### src/rtl/tg_pkg.sv
package tg_pkg;

  localparam logic [31:0] TG_POLY      = 32'h04C1_1DB7;
  localparam logic [31:0] TG_SEED      = 32'h1D2C_3B4A;
  localparam logic [7:0]  TG_OP_CHAL   = 8'hA5;
  localparam logic [7:0]  TG_OP_REQ    = 8'h5A;
  localparam int          TG_MIX_STEPS = 32;

  typedef enum logic [2:0] {
    ST_GEN,
    ST_CHAL_TX,
    ST_REQ_TX,
    ST_WAIT,
    ST_IDLE,
    ST_BACKOFF
  } tg_state_e;

  // one Galois LFSR step, shift towards the MSB
  function automatic logic [31:0] tg_step(input logic [31:0] s);
    tg_step = {s[30:0], 1'b0} ^ (s[31] ? TG_POLY : 32'h0);
  endfunction

  // keyed mixing: XOR with the key, then TG_MIX_STEPS steps
  function automatic logic [31:0] tg_token(input logic [31:0] c,
                                           input logic [31:0] key);
    logic [31:0] x;
    x = c ^ key;
    for (int i = 0; i < TG_MIX_STEPS; i++) begin
      x = tg_step(x);
    end
    tg_token = x;
  endfunction

endpackage

### src/rtl/tg_entropy.sv
// Free-running LFSR, deliberately not reset: its phase at the end of
// reset depends on how long the device sat powered before release.
module tg_entropy
  import tg_pkg::*;
#(
  parameter logic [31:0] SEED = TG_SEED
) (
  input  logic        clk,
  output logic [31:0] ent_o
);
  logic [31:0] ent_q;

  always_ff @(posedge clk) begin
    ent_q <= (ent_q == 32'h0) ? SEED : tg_step(ent_q);
  end

  assign ent_o = ent_q;
endmodule

### src/rtl/tg_tx.sv
// Byte serializer: a challenge frame (opcode + 4 bytes) or a lone request.
module tg_tx
  import tg_pkg::*;
#(
  parameter int CHAL_BYTES = 4
) (
  input  logic                    clk,
  input  logic                    rst_n,
  input  logic                    load_chal_i,
  input  logic                    load_req_i,
  input  logic [8*CHAL_BYTES-1:0] chal_i,
  output logic                    tx_valid_o,
  output logic [7:0]              tx_byte_o,
  output logic                    busy_o
);
  localparam int FRAME_W = 8 * (CHAL_BYTES + 1);
  localparam int CNT_W   = $clog2(CHAL_BYTES + 2);
  localparam logic [CNT_W-1:0] FRAME_LEN = CNT_W'(CHAL_BYTES + 1);

  logic [FRAME_W-1:0] sh_q;
  logic [CNT_W-1:0]   cnt_q;

  always_ff @(posedge clk or negedge rst_n) begin
    if (!rst_n) begin
      sh_q  <= '0;
      cnt_q <= '0;
    end else if (load_chal_i) begin
      sh_q  <= {TG_OP_CHAL, chal_i};
      cnt_q <= FRAME_LEN;
    end else if (load_req_i) begin
      sh_q  <= {TG_OP_REQ, {(8*CHAL_BYTES){1'b0}}};
      cnt_q <= CNT_W'(1);
    end else if (cnt_q != '0) begin
      sh_q  <= {sh_q[FRAME_W-9:0], 8'h00};
      cnt_q <= cnt_q - 1'b1;
    end
  end

  assign tx_valid_o = (cnt_q != '0);
  assign busy_o     = (cnt_q != '0);
  assign tx_byte_o  = sh_q[FRAME_W-1 -: 8];
endmodule

### src/rtl/tg_rx.sv
// Token assembler: collects BYTES bytes MSB first while enabled.
module tg_rx #(
  parameter int BYTES = 4
) (
  input  logic               clk,
  input  logic               rst_n,
  input  logic               en_i,
  input  logic               rx_valid_i,
  input  logic [7:0]         rx_byte_i,
  output logic [8*BYTES-1:0] word_o,
  output logic               full_o
);
  localparam int CNT_W = $clog2(BYTES + 1);
  localparam logic [CNT_W-1:0] LAST = CNT_W'(BYTES);

  logic [8*BYTES-1:0] word_q;
  logic [CNT_W-1:0]   cnt_q;

  always_ff @(posedge clk or negedge rst_n) begin
    if (!rst_n) begin
      word_q <= '0;
      cnt_q  <= '0;
    end else if (!en_i) begin
      cnt_q  <= '0;
    end else if (rx_valid_i && cnt_q != LAST) begin
      word_q <= {word_q[8*BYTES-9:0], rx_byte_i};
      cnt_q  <= cnt_q + 1'b1;
    end
  end

  assign word_o = word_q;
  assign full_o = (cnt_q == LAST);
endmodule

### src/rtl/tg_seq.sv
// Exchange sequencer: challenge, request, wait, compare, period, back-off.
module tg_seq
  import tg_pkg::*;
#(
  parameter int          PERIOD_CYC  = 1 << 20,
  parameter int          TIMEOUT_CYC = 4096,
  parameter int          BACKOFF_CYC = 1024,
  parameter logic [31:0] TOKEN_KEY   = 32'h3C6E_F372,
  parameter logic [31:0] CHAL_SEED   = TG_SEED
) (
  input  logic        clk,
  input  logic        rst_n,
  input  logic [31:0] ent_i,
  input  logic        tx_busy_i,
  input  logic        rx_full_i,
  input  logic [31:0] rx_word_i,
  output logic        load_chal_o,
  output logic        load_req_o,
  output logic [31:0] tx_chal_o,
  output logic        rx_en_o,
  output logic        user_en_o,
  output logic [31:0] chal_o,
  output logic        ev_gen_o,
  output logic        ev_pass_o,
  output logic        ev_fail_o,
  output logic        ev_timeout_o,
  output logic        ev_period_o,
  output logic        in_wait_o,
  output logic        in_backoff_o
);
  localparam int MAX_AB = (PERIOD_CYC > TIMEOUT_CYC) ? PERIOD_CYC : TIMEOUT_CYC;
  localparam int MAX_C  = (MAX_AB > BACKOFF_CYC) ? MAX_AB : BACKOFF_CYC;
  localparam int CNT_W  = $clog2(MAX_C + 1);
  localparam logic [CNT_W-1:0] PER_LAST = CNT_W'(PERIOD_CYC - 1);
  localparam logic [CNT_W-1:0] TMO_LAST = CNT_W'(TIMEOUT_CYC - 1);
  localparam logic [CNT_W-1:0] BKO_LAST = CNT_W'(BACKOFF_CYC - 1);

  tg_state_e        st_q, st_d;
  logic [CNT_W-1:0] cnt_q, cnt_d;
  logic [31:0]      chal_q, chal_d;
  logic             en_q, en_d;
  logic             tok_match;

  assign tok_match = (rx_word_i == tg_token(chal_q, TOKEN_KEY));

  always_comb begin
    st_d         = st_q;
    cnt_d        = cnt_q;
    chal_d       = chal_q;
    en_d         = en_q;
    load_chal_o  = 1'b0;
    load_req_o   = 1'b0;
    ev_gen_o     = 1'b0;
    ev_pass_o    = 1'b0;
    ev_fail_o    = 1'b0;
    ev_timeout_o = 1'b0;
    ev_period_o  = 1'b0;
    case (st_q)
      ST_GEN: begin
        chal_d      = (ent_i == 32'h0) ? CHAL_SEED : ent_i;
        load_chal_o = 1'b1;
        ev_gen_o    = 1'b1;
        st_d        = ST_CHAL_TX;
      end
      ST_CHAL_TX: begin
        if (!tx_busy_i) begin
          load_req_o = 1'b1;
          st_d       = ST_REQ_TX;
        end
      end
      ST_REQ_TX: begin
        if (!tx_busy_i) begin
          cnt_d = '0;
          st_d  = ST_WAIT;
        end
      end
      ST_WAIT: begin
        if (rx_full_i) begin
          cnt_d = '0;
          if (tok_match) begin
            ev_pass_o = 1'b1;
            en_d      = 1'b1;
            st_d      = ST_IDLE;
          end else begin
            ev_fail_o = 1'b1;
            en_d      = 1'b0;
            st_d      = ST_BACKOFF;
          end
        end else if (cnt_q == TMO_LAST) begin
          ev_timeout_o = 1'b1;
          ev_fail_o    = 1'b1;
          en_d         = 1'b0;
          cnt_d        = '0;
          st_d         = ST_BACKOFF;
        end else begin
          cnt_d = cnt_q + 1'b1;
        end
      end
      ST_IDLE: begin
        if (cnt_q == PER_LAST) begin
          ev_period_o = 1'b1;
          chal_d      = tg_step(chal_q);
          load_req_o  = 1'b1;
          st_d        = ST_REQ_TX;
        end else begin
          cnt_d = cnt_q + 1'b1;
        end
      end
      ST_BACKOFF: begin
        if (cnt_q == BKO_LAST) begin
          cnt_d = '0;
          st_d  = ST_GEN;
        end else begin
          cnt_d = cnt_q + 1'b1;
        end
      end
      default: st_d = ST_GEN;
    endcase
  end

  always_ff @(posedge clk or negedge rst_n) begin
    if (!rst_n) begin
      st_q   <= ST_GEN;
      cnt_q  <= '0;
      chal_q <= '0;
      en_q   <= 1'b0;
    end else begin
      st_q   <= st_d;
      cnt_q  <= cnt_d;
      chal_q <= chal_d;
      en_q   <= en_d;
    end
  end

  assign tx_chal_o    = chal_d;
  assign chal_o       = chal_q;
  assign user_en_o    = en_q;
  assign rx_en_o      = (st_q == ST_REQ_TX) || (st_q == ST_WAIT);
  assign in_wait_o    = (st_q == ST_WAIT);
  assign in_backoff_o = (st_q == ST_BACKOFF);
endmodule

### src/rtl/tg_token_gate.sv
module tg_token_gate
  import tg_pkg::*;
#(
  parameter int          PERIOD_CYC  = 1 << 20,
  parameter int          TIMEOUT_CYC = 4096,
  parameter int          BACKOFF_CYC = 1024,
  parameter logic [31:0] TOKEN_KEY   = 32'h3C6E_F372,
  parameter logic [31:0] CHAL_SEED   = TG_SEED
) (
  input  logic       clk,
  input  logic       rst_n,
  output logic       tx_valid_o,
  output logic [7:0] tx_byte_o,
  input  logic       rx_valid_i,
  input  logic [7:0] rx_byte_i,
  output logic       user_en_o
);
  localparam int TOK_BYTES = 4;

  logic [31:0] ent;
  logic [31:0] tx_chal;
  logic [31:0] chal;
  logic [31:0] rx_word;
  logic        tx_busy, rx_full, rx_en;
  logic        load_chal, load_req;
  // named internal events, observed by the bound checker
  logic        ev_gen, ev_pass, ev_fail, ev_timeout, ev_period;
  logic        in_wait, in_backoff;

  tg_entropy #(.SEED(CHAL_SEED)) u_ent (
    .clk   (clk),
    .ent_o (ent)
  );

  tg_tx #(.CHAL_BYTES(TOK_BYTES)) u_tx (
    .clk         (clk),
    .rst_n       (rst_n),
    .load_chal_i (load_chal),
    .load_req_i  (load_req),
    .chal_i      (tx_chal),
    .tx_valid_o  (tx_valid_o),
    .tx_byte_o   (tx_byte_o),
    .busy_o      (tx_busy)
  );

  tg_rx #(.BYTES(TOK_BYTES)) u_rx (
    .clk        (clk),
    .rst_n      (rst_n),
    .en_i       (rx_en),
    .rx_valid_i (rx_valid_i),
    .rx_byte_i  (rx_byte_i),
    .word_o     (rx_word),
    .full_o     (rx_full)
  );

  tg_seq #(
    .PERIOD_CYC  (PERIOD_CYC),
    .TIMEOUT_CYC (TIMEOUT_CYC),
    .BACKOFF_CYC (BACKOFF_CYC),
    .TOKEN_KEY   (TOKEN_KEY),
    .CHAL_SEED   (CHAL_SEED)
  ) u_seq (
    .clk          (clk),
    .rst_n        (rst_n),
    .ent_i        (ent),
    .tx_busy_i    (tx_busy),
    .rx_full_i    (rx_full),
    .rx_word_i    (rx_word),
    .load_chal_o  (load_chal),
    .load_req_o   (load_req),
    .tx_chal_o    (tx_chal),
    .rx_en_o      (rx_en),
    .user_en_o    (user_en_o),
    .chal_o       (chal),
    .ev_gen_o     (ev_gen),
    .ev_pass_o    (ev_pass),
    .ev_fail_o    (ev_fail),
    .ev_timeout_o (ev_timeout),
    .ev_period_o  (ev_period),
    .in_wait_o    (in_wait),
    .in_backoff_o (in_backoff)
  );
endmodule

### config.mk
export PLATFORM = sky130hd
export DESIGN_NAME = tg_token_gate
export DESIGN_NICKNAME = d
export VERILOG_FILES = /design/src/rtl/tg_pkg.sv /design/src/rtl/tg_entropy.sv /design/src/rtl/tg_tx.sv /design/src/rtl/tg_rx.sv /design/src/rtl/tg_seq.sv /design/src/rtl/tg_token_gate.sv
export SDC_FILE = /design/constraint.sdc
export NUM_CORES = 1
export LEC_CHECK = 0
export BUFFER_PORTS_ARGS = -buffer_cell sky130_fd_sc_hd__buf_2
export CORE_ASPECT_RATIO = 2
export CORE_MARGIN = 2
export CORE_UTILIZATION = 60
export CTS_BUF_LIST = sky130_fd_sc_hd__clkbuf_2 sky130_fd_sc_hd__clkbuf_4 sky130_fd_sc_hd__clkbuf_8
export CTS_CLUSTER_SIZE = 16
export DETAILED_ROUTE_END_ITERATION = 10
export HOLD_SLACK_MARGIN = 0.12
export PLACE_DENSITY = 0.75
export RECOVER_POWER = 25
export SLEW_MARGIN = 20
export SYNTH_ARGS = -nofsm -noshare
export SYNTH_HDL_FRONTEND = slang
export SYNTH_SLANG_ARGS = --single-unit
### constraint.sdc
create_clock -name clk -period 5.1 [get_ports clk]
set_input_delay 0.765 -clock clk [delete_from_list [all_inputs] [get_ports clk]]
set_output_delay 0.765 -clock clk [all_outputs]
set_load 0.05 [all_outputs]
==> metrics, run 1 <==
htree depth 4; total core area approximately 18,000 µm²; EDFF count, synth 0; Root Buffer clkbuf_8; number of CTS-inserted buffers 17; share of layout cells above drive strength 1 13.8%; initial antenna violation count 0; Max Fclk ~210 MHz; Sum Neg Setup Slack 0 ps; GPL Wtd Cong 0.963; clock-pin slew on the worst setup and hold paths 110 ps; largest cells by area after synthesis dfrtp_1, xnor3_1, xnor2_1, dfxtp_1, xor2_1; GR Util met1 a little under two fifths; hold buffers post-CTS 0; CP delay by family, top XOR/XNOR gates; Post-CTS Setup Bufs 0; Worst Hold Class flip-flop to flip-flop; Chip Width about 99 µm; Critical Path RT between 5000 and 6000 ps; Slew Viols, Final 95; DR pass1 iterations 5; Synth area leader dfrtp_1; Vias 7,698; Max Clock Skew between 15 and 20 ps; detailed placer's ending HPWL ~19,000 µm; PortBufs 20; Max Cap Violations 1; post-synthesis mux area share just over 4%; CP Launch Type flip-flop; Async S/R FF share, synth about four fifths; global route overflow 0; Worst Path Buf+Inv 0; Post-Syn Area per Cell approximately 11 µm²; GR peak layer met2; violated checks capacitance limit, slew limit; Worst setup EP type flip-flop; vias per cell about 6.3; Worst path depth 10; Post-Synth XOR/XNOR Area a little under a third; Post-DRT Antenna Nets 0; Hold Vio Cnt, Final 0; sequential area share after synthesis 37.5%; final setup vio count 0; Synth Area in Compound Gates 12.6%; CP max stage delay 570 ps; FP Rows 69; Post-Syn Nets just over 1,000; Total GRT Usage 28.7%; Remaining DRCs 0; Simple-Gate Fraction of Synth Area between 10% and 20%; largest net degree at the start of global routing 95; antenna cell count 0; CP Class flip-flop to flip-flop; Top cell by count, worst path xnor3_1; post-DR wirelength/cell roughly 21 µm; CTS tree done; RSZ-0062 raised after global routing no; cell depth of the worst min-delay path 0; main combinational cell family by area after synthesis XOR/XNOR gates; Max FO, Critical Path 8; Clock Latency Late Sink about 480 ps; clock buffer depth 2; Yosys warnings 0; WL final approximately 26,000 µm; vias in the first global route ~7,600; global-route wire length before repair between 40,000 and 50,000 µm; Initial Util between 60% and 70%; fin crit period 4680 ps; Area Overhead vs Synth 5.67%; CTS Sinks 167; Worst-Margin Slew around 2400 ps; worst reg-to-reg path cell count 10; post-CTS sizing 0; hold wc startpoint u_ent.ent_o[28]; period utilization around nine tenths; Synth Area in Adders less than 1%; Die H 193 µm; Yosys cell types between 50 and 60; total die area ~19,000 µm²; GR Layer Usage met3 ~5.6%; worst reg2reg path startpoint u_seq.chal_o[28]; critical path startpoint u_seq.chal_o[28]; share of the synthesized area in the top cell type a little under a third; worst rel slew slack -60.5%; CP max-delay cell xnor3_1; num ports 21; flops & latches, synth 167; Syn Std Cell Area between 10,000 and 15,000 µm²; post-synthesis cell count 1,013; First DRT Iteration DRCs about 660; Primary FF master, synth dfrtp_1; outcome complete, but fails checks; met2 Track Usage GR about 46%; Arr. time, crit path 5040 ps; critical-path cell list xnor2_4, xnor3_1, xnor3_2, xor3_2, xnor3_1, xnor2_1, or4_1, a2111oi_2, nand4_1, a311o_1; Total Nets Final a little over 1,000
-- flip-flops by register name (all words and copies together), names as in the netlist --
register / count
u_tx.sh_q: 40
u_ent.ent_o: 32
u_rx.word_o: 32
u_seq.chal_o: 32
u_seq.cnt_q: 21
u_rx.cnt_q: 3
u_seq.st_q: 3
u_tx.cnt_q: 3
u_seq.user_en_o: 1
-- routing by layer --
layer	wire (µm)	vias up
met5	0	-
met4	1010	0
met3	1630	71
met2	12800	296
met1	10700	3783
li1	-	3548
-- Yosys cell counts, types with 7 or more instances --
library cell,n
nand2_1,108
mux2i_1,8
o22ai_1,50
clkbuf_1,48
o31ai_1,7
xnor2_2,8
and2_1,9
a22o_1,21
nand3_1,26
dfrtp_1,135
xnor2_1,119
and3_1,10
xor2_1,56
xnor3_1,54
nor4_1,11
inv_1,11
or2_2,8
xor3_1,9
o22a_1,7
buf_4,13
nor2_1,35
nor3_1,9
o21ai_0,50
mux2_2,32
a21oi_1,56
dfxtp_1,32
-- cell families (layout without fill, tap and decap cells) --
family | Yosys count | after routing
muxes | 40 | 40
and+or+nand+nor | 241 | 241
adders and majority gates | 5 | 5
buffers and inverters | 86 | 88
xor gates and xnor gates | 257 | 257
DFF | 167 | 167
AOI/OAI and AO/OA | 217 | 217
-- metrics by stage --
| stage | setup WS, ps | std cells | instance area (µm²) | hold WS [ps] | util [%] |
|---|---|---|---|---|---|
| 2_1_floorplan | 945 | 1013 | 10700 | 421 | - |
| 3_3_place_gp | 486 | 1196 | 10900 | 353 | 62.2 |
| 3_5_place_dp | 460 | 1196 | 10900 | 366 | 62.2 |
| 4_1_cts | 411 | 1228 | 11300 | 380 | 64.4 |
| 5_1_grt | 153 | 1228 | 11300 | 397 | 64.4 |
| 6_report | 423 | 1228 | 11300 | 379 | 64.4 |
-- final timing paths --
check / to / slack [ps]
max: u_seq.st_q[0] / 420
max in group asynchronous: u_rx.word_o[27] / 2460
min reg2reg: u_ent.ent_o[29] / 380
max reg2reg: u_seq.st_q[0] / 420
min in group asynchronous: u_tx.sh_q[38] / 1000
min: u_ent.ent_o[29] / 380
-- placed cells by master (no fill, tap or decap), types with 26 or more instances in the layout --
master     n
o22ai_1   50
a21oi_1   56
dfrtp_1  135
nand3_1   26
o21ai_0   50
nand2_1  108
xnor2_1  119
xor2_1    56
nor2_1    34
xnor3_1   54
mux2_2    32
dfxtp_1   32
-- final cells by class --
class,count,area (µm²)
clock buffers,17,234
clock inverters,15,160
fillers,1469,6280
inverters,12,45.0
multi-input cells,760,6330
flip-flops and latches,167,4020
well taps,213,267
repair buffers,44,280
Power of run 1 is not shown: default switching activity piles up to over one toggle a cycle in this logic, so the estimate is an artifact.
==> inputs of run 2 (changes only) <==
--- a/config.mk
+++ b/config.mk
@@ -5,6 +5,7 @@
 export SDC_FILE = /design/constraint.sdc
 export NUM_CORES = 1
 export LEC_CHECK = 0
+export ABC_AREA = 1
 export BUFFER_PORTS_ARGS = -buffer_cell sky130_fd_sc_hd__buf_2
 export CORE_ASPECT_RATIO = 2
 export CORE_MARGIN = 2
==> run 2 against run 1 <==
Compared with the run above:
- the run still ends with capacitance limit, slew limit left
- area after synthesis rose by 20%
- register-to-register slack lost 130 ps
- sequential cell count stayed put
- die area rose by 19%
- sequential share of layout area down 5.6 points
- wire length grew 95%
- final area grew 19%
- non-clock buffer count fell by 5
- critical path depth increased by 18
- cell count is 93% higher
- global-route usage is 18 points higher
- hold slack got worse by 2.9 ps
- largest cell class unchanged
==> metrics, run 2 <==
Reg-to-Reg End u_seq.st_q[0]; Synth area leader dfrtp_1; CP Launch Type flip-flop; Async S/R FF share, synth 80.8% (unchanged); CP Class flip-flop to flip-flop; Initial Util 61.1% (+0.18 points); global-route wire length before repair 78,000 µm (+85%); Sum Neg Setup Slack 0 ps (unchanged); crit path to u_seq.st_q[0]; share of the synthesized area in the top cell type 26.3% (-5.2 points); flops & latches, synth 167 (unchanged); num ports 21 (unchanged); hold buffers post-CTS 0 (unchanged); Area Overhead vs Synth 4.86%; R2R setup slack 290 ps (-130 ps); vias in the first global route 14,231 (+87%); Max Clock Skew 19.4 ps (+3.35 ps); violated checks capacitance limit, slew limit; Final Util 64.1% (-0.30 points); WL final 51,000 µm (+95%); Syn Std Cell Area 12,800 µm² (+20%); Primary FF master, synth dfrtp_1; Setup WS pre-CTS 360 ps (-99.2 ps); max reg flops 40 (unchanged); Worst Hold Class flip-flop to flip-flop; largest net degree at the start of global routing 98 (+3.2%); Max Fclk 208 MHz (-2.8%); htree depth 4 (unchanged); Total Nets Final 2,098 (+110%); Critical Path RT 5510 ps (+50 ps); Post-Syn Area per Cell 6.14 µm² (-42%); fin crit period 4810 ps (+134 ps); GR Util met1 37.9% (-0.50 points); Yosys warnings 0 (unchanged); Max Cap Violations 1 (unchanged); clock-pin slew on the worst setup and hold paths 100 ps (about the same); CTS Sinks 167 (unchanged); post-CTS sizing 0 (unchanged); GR Layer Usage met3 15.0% (+9.4 points); cell depth of the worst min-delay path 0 (unchanged); FP Rows 75 (+8.7%); Post-Syn Nets 2,107 (+100%); Clock Latency Late Sink 520 ps (+40 ps); Slew Viols, Final 98 (+3.2%); Largest Register u_tx.sh_q; initial antenna violation count 1 (+1); Max FO, Critical Path 22 (+14); post-DR wirelength/cell 21.6 µm (+1.5%); Total GRT Usage 46.4% (+18 points); Arr. time, crit path 5220 ps (+180 ps); post-placement cell count 2,332 (+95%); Post-CTS Setup Bufs 0 (unchanged); share of layout cells above drive strength 1 8.16% (-5.6 points); Worst Path Buf+Inv 2 (+2); Post-DRT Antenna Nets 0 (unchanged); global route overflow 0 (unchanged); First DRT Iteration DRCs 1,330 (+100%); CP max stage delay 410 ps (-160 ps); Die H 211 µm (+9.2%); total core area 21,000 µm² (+19%); Worst Slack Setup Final 289 ps (-134 ps); clock buffer depth 2 (unchanged); Top cell by count, worst path nand2_1; CP max-delay cell dfrtp_1; period utilization 94.3% (+2.6 points); outcome complete, but fails checks; CTS tree done; CP delay by family, top simple AND/OR/NAND/NOR gates; commonest non-fill, non-tap cell in the layout nand2_1; worst reg-to-reg path cell count 28 (+18); post-synthesis cell count 2,091 (+110%); Worst path depth 28 (+18); Yosys cell types 47 (-13%); number of CTS-inserted buffers 17 (unchanged); total die area 22,700 µm² (+19%); GPL Wtd Cong 1.09 (+13%); met2 Track Usage GR 78.5% (+32 points); Worst setup EP type flip-flop; critical path startpoint u_seq.chal_o[31]; worst rel slew slack -77.3% (-17 points); final setup vio count 0 (unchanged); PortBufs 20 (unchanged); largest cells by area after synthesis dfrtp_1, nand2_1, nand3_1, inv_1, dfxtp_1; post-route insts no fill 2,365 (+93%); most common library cells after synthesis nand2_1, nand3_1, inv_1, dfrtp_1, o21ai_0; Chip Width 107 µm (+9.0%); RSZ-0062 raised after global routing no; sequential area share after synthesis 31.3% (-6.2 points); Remaining DRCs 0 (unchanged); worst reg2reg path startpoint u_seq.chal_o[31]; most numerous cell in the Yosys netlist nand2_1; GR peak layer met2; most frequent cells in the layout nand2_1, nand3_1, inv_1; EDFF count, synth 0 (unchanged); Hold Vio Cnt, Final 0 (unchanged); Worst-Margin Slew 2660 ps (+251 ps); Vias 14,311 (+86%); Root Buffer clkbuf_8; detailed placer's ending HPWL 39,500 µm (+110%); fill cell count 1,957 (+33%); vias per cell 6.05 (-3.5%); DR pass1 iterations 6 (+1)
run 2: per-layer routing:
metal  routed length, µm  vias up  part of all wire, %
met5                  10        -                0.020
li1                    -     6688                    -
met4                7510        2                   15
met3                3830      414                  7.5
met2               25100      793                   49
met1               14600     6414                   29
run 2: cell type report:
cell class	instances	area, µm²	area share [%]
inverter	209	787	5.84
sequential	167	4020	29.9
clock inverter	14	156	1.16
antenna	1	2.50	0.0186
timing repair buffer	39	243	1.80
clock buffer	18	248	1.84
tap	269	337	2.50
multi-input combinational	1648	7670	57.0
run 2: worst min path at each step:
stage | to | slack, ps | startpoint
after detailed placement | u_ent.ent_o[15] | 360 | u_ent.ent_o[14]
after floorplan | u_ent.ent_o[25] | 420 | u_ent.ent_o[24]
final | u_ent.ent_o[15] | 380 | u_ent.ent_o[14]
after global placement | u_ent.ent_o[25] | 360 | u_ent.ent_o[24]
after global routing | u_ent.ent_o[25] | 380 | u_ent.ent_o[24]
after CTS | u_rx.word_o[25] | 360 | rst_n
run 2: worst reg2reg max path: cells and delay by family, from the launching register on:
family                 cells  cell delay [ps]
and+or+nand+nor           26             3890
buffers and inverters      2              430
DFF                        1              410
run 2: kinds of logic (layout without fill, tap and decap cells):
logic type	count (synthesis)	count (layout)	share of synthesized area, %
other	0	1	0
and+or+nand+nor	1391	1391	46.5
AOI/OAI and AO/OA	203	203	9.20
xor gates and xnor gates	49	49	3.46
DFF	167	167	31.3
adders and majority gates	5	5	0.487
buffers and inverters	276	280	9.03
run 2: through the flow:
step                      hold WS, ps  cell area, µm²
after floorplan                   421           12800
after global placement            358           13100
after detailed placement          357           13100
after CTS                         356           13500
after global routing              384           13500
final                             376           13500
Power of run 2 is left out for the same reason.
==> inputs of run 3 (changes only) <==
--- a/config.mk
+++ b/config.mk
@@ -10,11 +10,10 @@
 export CORE_ASPECT_RATIO = 2
 export CORE_MARGIN = 2
 export CORE_UTILIZATION = 60
-export CTS_BUF_LIST = sky130_fd_sc_hd__clkbuf_2 sky130_fd_sc_hd__clkbuf_4 sky130_fd_sc_hd__clkbuf_8
 export CTS_CLUSTER_SIZE = 16
 export DETAILED_ROUTE_END_ITERATION = 10
 export HOLD_SLACK_MARGIN = 0.12
-export PLACE_DENSITY = 0.75
+export PLACE_DENSITY = 0.88
 export RECOVER_POWER = 25
 export SLEW_MARGIN = 20
 export SYNTH_ARGS = -nofsm -noshare
==> run 3 against run 2 <==
Compared with the run above:
- the flow now stops in global routing (5_1_grt)
- area after synthesis unchanged
- synthesized cell count unchanged
==> metrics, run 3 <==
post-CTS sizing 0 (unchanged); post-synthesis mux area share 0% (unchanged); Total GRT Usage ~53%; Post-Syn Area per Cell 6.14 µm² (unchanged); Primary FF master, synth dfrtp_1; largest net degree at the start of global routing 54; post-synthesis cell count 2,091 (unchanged); Fail Step global routing (5_1_grt); hold buffers post-CTS 0 (unchanged); EDFF count, synth 0 (unchanged); most numerous cell in the Yosys netlist nand2_1; Synth area leader dfrtp_1; Syn Std Cell Area 12,800 µm² (unchanged); FP Rows 75 (unchanged); global-route wire length before repair just under 90,000 µm; share of the synthesized area in the top cell type 26.3% (unchanged); outcome stopped before the end; global route overflow 8; GPL Wtd Cong 1.12 (+2.9%); Post-CTS Setup Bufs 0 (unchanged); Async S/R FF share, synth 80.8% (unchanged); main combinational cell family by area after synthesis simple AND/OR/NAND/NOR gates; Yosys warnings 0 (unchanged); PortBufs 20 (unchanged); number of CTS-inserted buffers 17 (unchanged); CTS Sinks 167 (unchanged); Synth Area in Adders 0.487% (unchanged); Post-Syn Nets 2,107 (unchanged); Post-Synth XOR/XNOR Area 3.46% (unchanged); num ports 21 (unchanged); Die H 211 µm (unchanged); Initial Util 61.1% (unchanged); vias in the first global route ~15,000; flops & latches, synth 167 (unchanged); largest cells by area after synthesis dfrtp_1, nand2_1, nand3_1, inv_1, dfxtp_1; detailed placer's ending HPWL 42,100 µm (+6.6%); clock buffer depth 2 (unchanged); most common library cells after synthesis nand2_1, nand3_1, inv_1, dfrtp_1, o21ai_0; htree depth 4 (unchanged); Tool Error [ERROR GRT-0116] Global routing finished with congestion. Check the congestion regions in the DRC Viewer.; Root Buffer clkbuf_16; Chip Width 107 µm (unchanged); Synth Area in Compound Gates 9.20% (unchanged); Simple-Gate Fraction of Synth Area 46.5% (unchanged); Yosys cell types 47 (unchanged); sequential area share after synthesis 31.3% (unchanged)
==> run 3: cell families after synthesis <==
group | after synthesis
AO/OA/AOI/OAI | 203
buffers and inverters | 276
flip-flops | 167
XOR/XNOR | 49
AND/OR/NAND/NOR | 1391
adder cells (fa/ha/maj) | 5
==> run 3: per-layer routing <==
metal | GRT overflow | global-route usage (%)
met2 | 4 | 83.3
met3 | 0 | 18.9
met4 | 4 | 61.3
met5 | 0 | 0
met1 | 0 | 47.7
==> run 3: stage by stage <==
step | setup WS [ps] | area [µm²] | util (%) | instances
2_1_floorplan | 2200 | 12800 | - | 2091
3_3_place_gp | 534 | 13100 | 62.2 | 2333
3_5_place_dp | 501 | 13100 | 62.2 | 2333
4_1_cts | 464 | 13700 | 65.2 | 2365
==> inputs of run 4 (changes only) <==
--- a/config.mk
+++ b/config.mk
@@ -7,13 +7,10 @@
 export LEC_CHECK = 0
 export ABC_AREA = 1
 export BUFFER_PORTS_ARGS = -buffer_cell sky130_fd_sc_hd__buf_2
-export CORE_ASPECT_RATIO = 2
 export CORE_MARGIN = 2
-export CORE_UTILIZATION = 60
-export CTS_CLUSTER_SIZE = 16
+export CORE_UTILIZATION = 40
 export DETAILED_ROUTE_END_ITERATION = 10
-export HOLD_SLACK_MARGIN = 0.12
-export PLACE_DENSITY = 0.88
+export PLACE_DENSITY_LB_ADDON = 0.15
 export RECOVER_POWER = 25
 export SLEW_MARGIN = 20
 export SYNTH_ARGS = -nofsm -noshare
==> run 4 against run 3 <==
Compared with the run above:
- the flow now finishes, with violations (capacitance limit, slew limit)
==> metrics, run 4 (synthesis results as in run 2) <==
outcome complete, but fails checks; violated checks capacitance limit, slew limit; CTS tree done; Total Nets Final between 2,000 and 2,500; Initial Util 40.7% (-20 points); worst reg-to-reg path cell count 31; Critical Path RT around 5400 ps; vias per cell about 5.4; Total GRT Usage 26.6%; cell depth of the worst min-delay path 0; share of layout cells above drive strength 1 just under 8%; num ports 21 (unchanged); largest net degree at the start of global routing 60; Max Cap Violations 1; Top cell by count, worst path nand2_1; vias in the first global route around 12,000; global route overflow 0; post-DR wirelength/cell ~18 µm; hold wc startpoint u_ent.ent_o[28]; Hold Vio Cnt, Final 0; Post-CTS Setup Bufs 0 (unchanged); GPL Wtd Cong 0.935 (-16%); Area Overhead vs Synth 6.88%; max reg flops 40; Max Fclk between 200 and 250 MHz; Worst Hold Class flip-flop to flip-flop; CTS Sinks 167 (unchanged); met2 Track Usage GR 42.1%; worst rel slew slack -122%; worst reg2reg path startpoint u_seq.chal_o[29]; GR peak layer met2; Vias approximately 13,000; Final Util a little over two fifths; R2R setup slack 460 ps; hold endpoint u_ent.ent_o[29]; GR Layer Usage met3 approximately 3.1%; total core area 31,600 µm²; Clock Latency Late Sink between 400 and 500 ps; Max Clock Skew between 10 and 15 ps; Arr. time, crit path slightly below 5000 ps; Root Buffer clkbuf_16; Max FO, Critical Path 14; WL final around 44,000 µm; DR pass1 iterations 6; FP Rows 65 (-13%); Worst setup EP type flip-flop; number of CTS-inserted buffers 17 (unchanged); PortBufs 20 (unchanged); GR Util met1 a little under two fifths; antenna cell count 0; Reg-to-Reg End u_seq.st_q[0]; CP max-delay cell dfrtp_1; CP Class flip-flop to flip-flop; period utilization between 90% and 100%; CP max stage delay ~670 ps; Die H 183 µm (-13%); Chip Width 183 µm (+70%); Largest Register u_tx.sh_q; CP Launch Type flip-flop; commonest non-fill, non-tap cell in the layout nand2_1; final setup vio count 0; htree depth 4 (unchanged); clock-pin slew on the worst setup and hold paths approximately 70 ps; Sum Neg Setup Slack 0 ps; Remaining DRCs 0; fin crit period ~4600 ps; clock buffer depth 2 (unchanged); most frequent cells in the layout nand2_1, nand3_1, inv_1; fill cell count 3,392; RSZ-0062 raised after global routing no; First DRT Iteration DRCs 1,285; detailed placer's ending HPWL 34,100 µm (-19%); total die area between 30,000 and 40,000 µm²; Worst-Margin Slew ~3300 ps; Slew Viols, Final 60; Post-DRT Antenna Nets 0; initial antenna violation count 0; global-route wire length before repair between 60,000 and 70,000 µm
run 4: per-layer routing:
layer  vias up  wire [µm]
met5         -          0
met4         0       1160
met3        64       2100
met2       420      19700
met1      6260      21100
li1       6698          -
run 4: repair_timing:
item	CTS	global route
hold buffers	0	0
gates resized for setup	0	1
endpoints found under the setup margin	0	1
run 4: worst max-delay path, delay by kind of cell (launching register included):
kind,cells,cell delay (ps)
buffers and inverters,2,320
DFF,1,670
and+or+nand+nor,29,3520
run 4: how the worst max path moves through the flow:
stage,from,endpoint,cells past startpoint
floorplan,u_seq.chal_o[31],u_seq.st_q[0],30
global placement,u_seq.chal_o[30],u_seq.st_q[0],27
detailed placement,u_seq.chal_o[30],u_seq.st_q[0],27
CTS,u_seq.chal_o[30],u_seq.st_q[0],27
global route,u_seq.chal_o[29],u_seq.st_q[0],31
finish,u_seq.chal_o[29],u_seq.st_q[0],31
run 4: area by class of cell:
| cell class | count | area [µm²] | share of cell area [%] |
|---|---|---|---|
| timing repair buffer | 35 | 209 | 1.52 |
| clock inverter | 11 | 73.8 | 0.538 |
| sequential | 167 | 4020 | 29.3 |
| clock buffer | 21 | 462 | 3.36 |
| inverter | 209 | 787 | 5.73 |
| multi-input combinational | 1648 | 7670 | 55.9 |
| tap | 402 | 503 | 3.66 |
run 4: through the flow:
step / setup WS [ps] / cells / hold slack (ps) / area (µm²)
2_1_floorplan: 2200 / 2091 / 421 / 12800
3_3_place_gp: 538 / 2461 / 353 / 13200
4_1_cts: 474 / 2493 / 317 / 13700
3_5_place_dp: 503 / 2461 / 356 / 13200
6_report: 462 / 2493 / 366 / 13700
5_1_grt: 61.0 / 2493 / 379 / 13700
Power of run 4 is left out for the same reason.
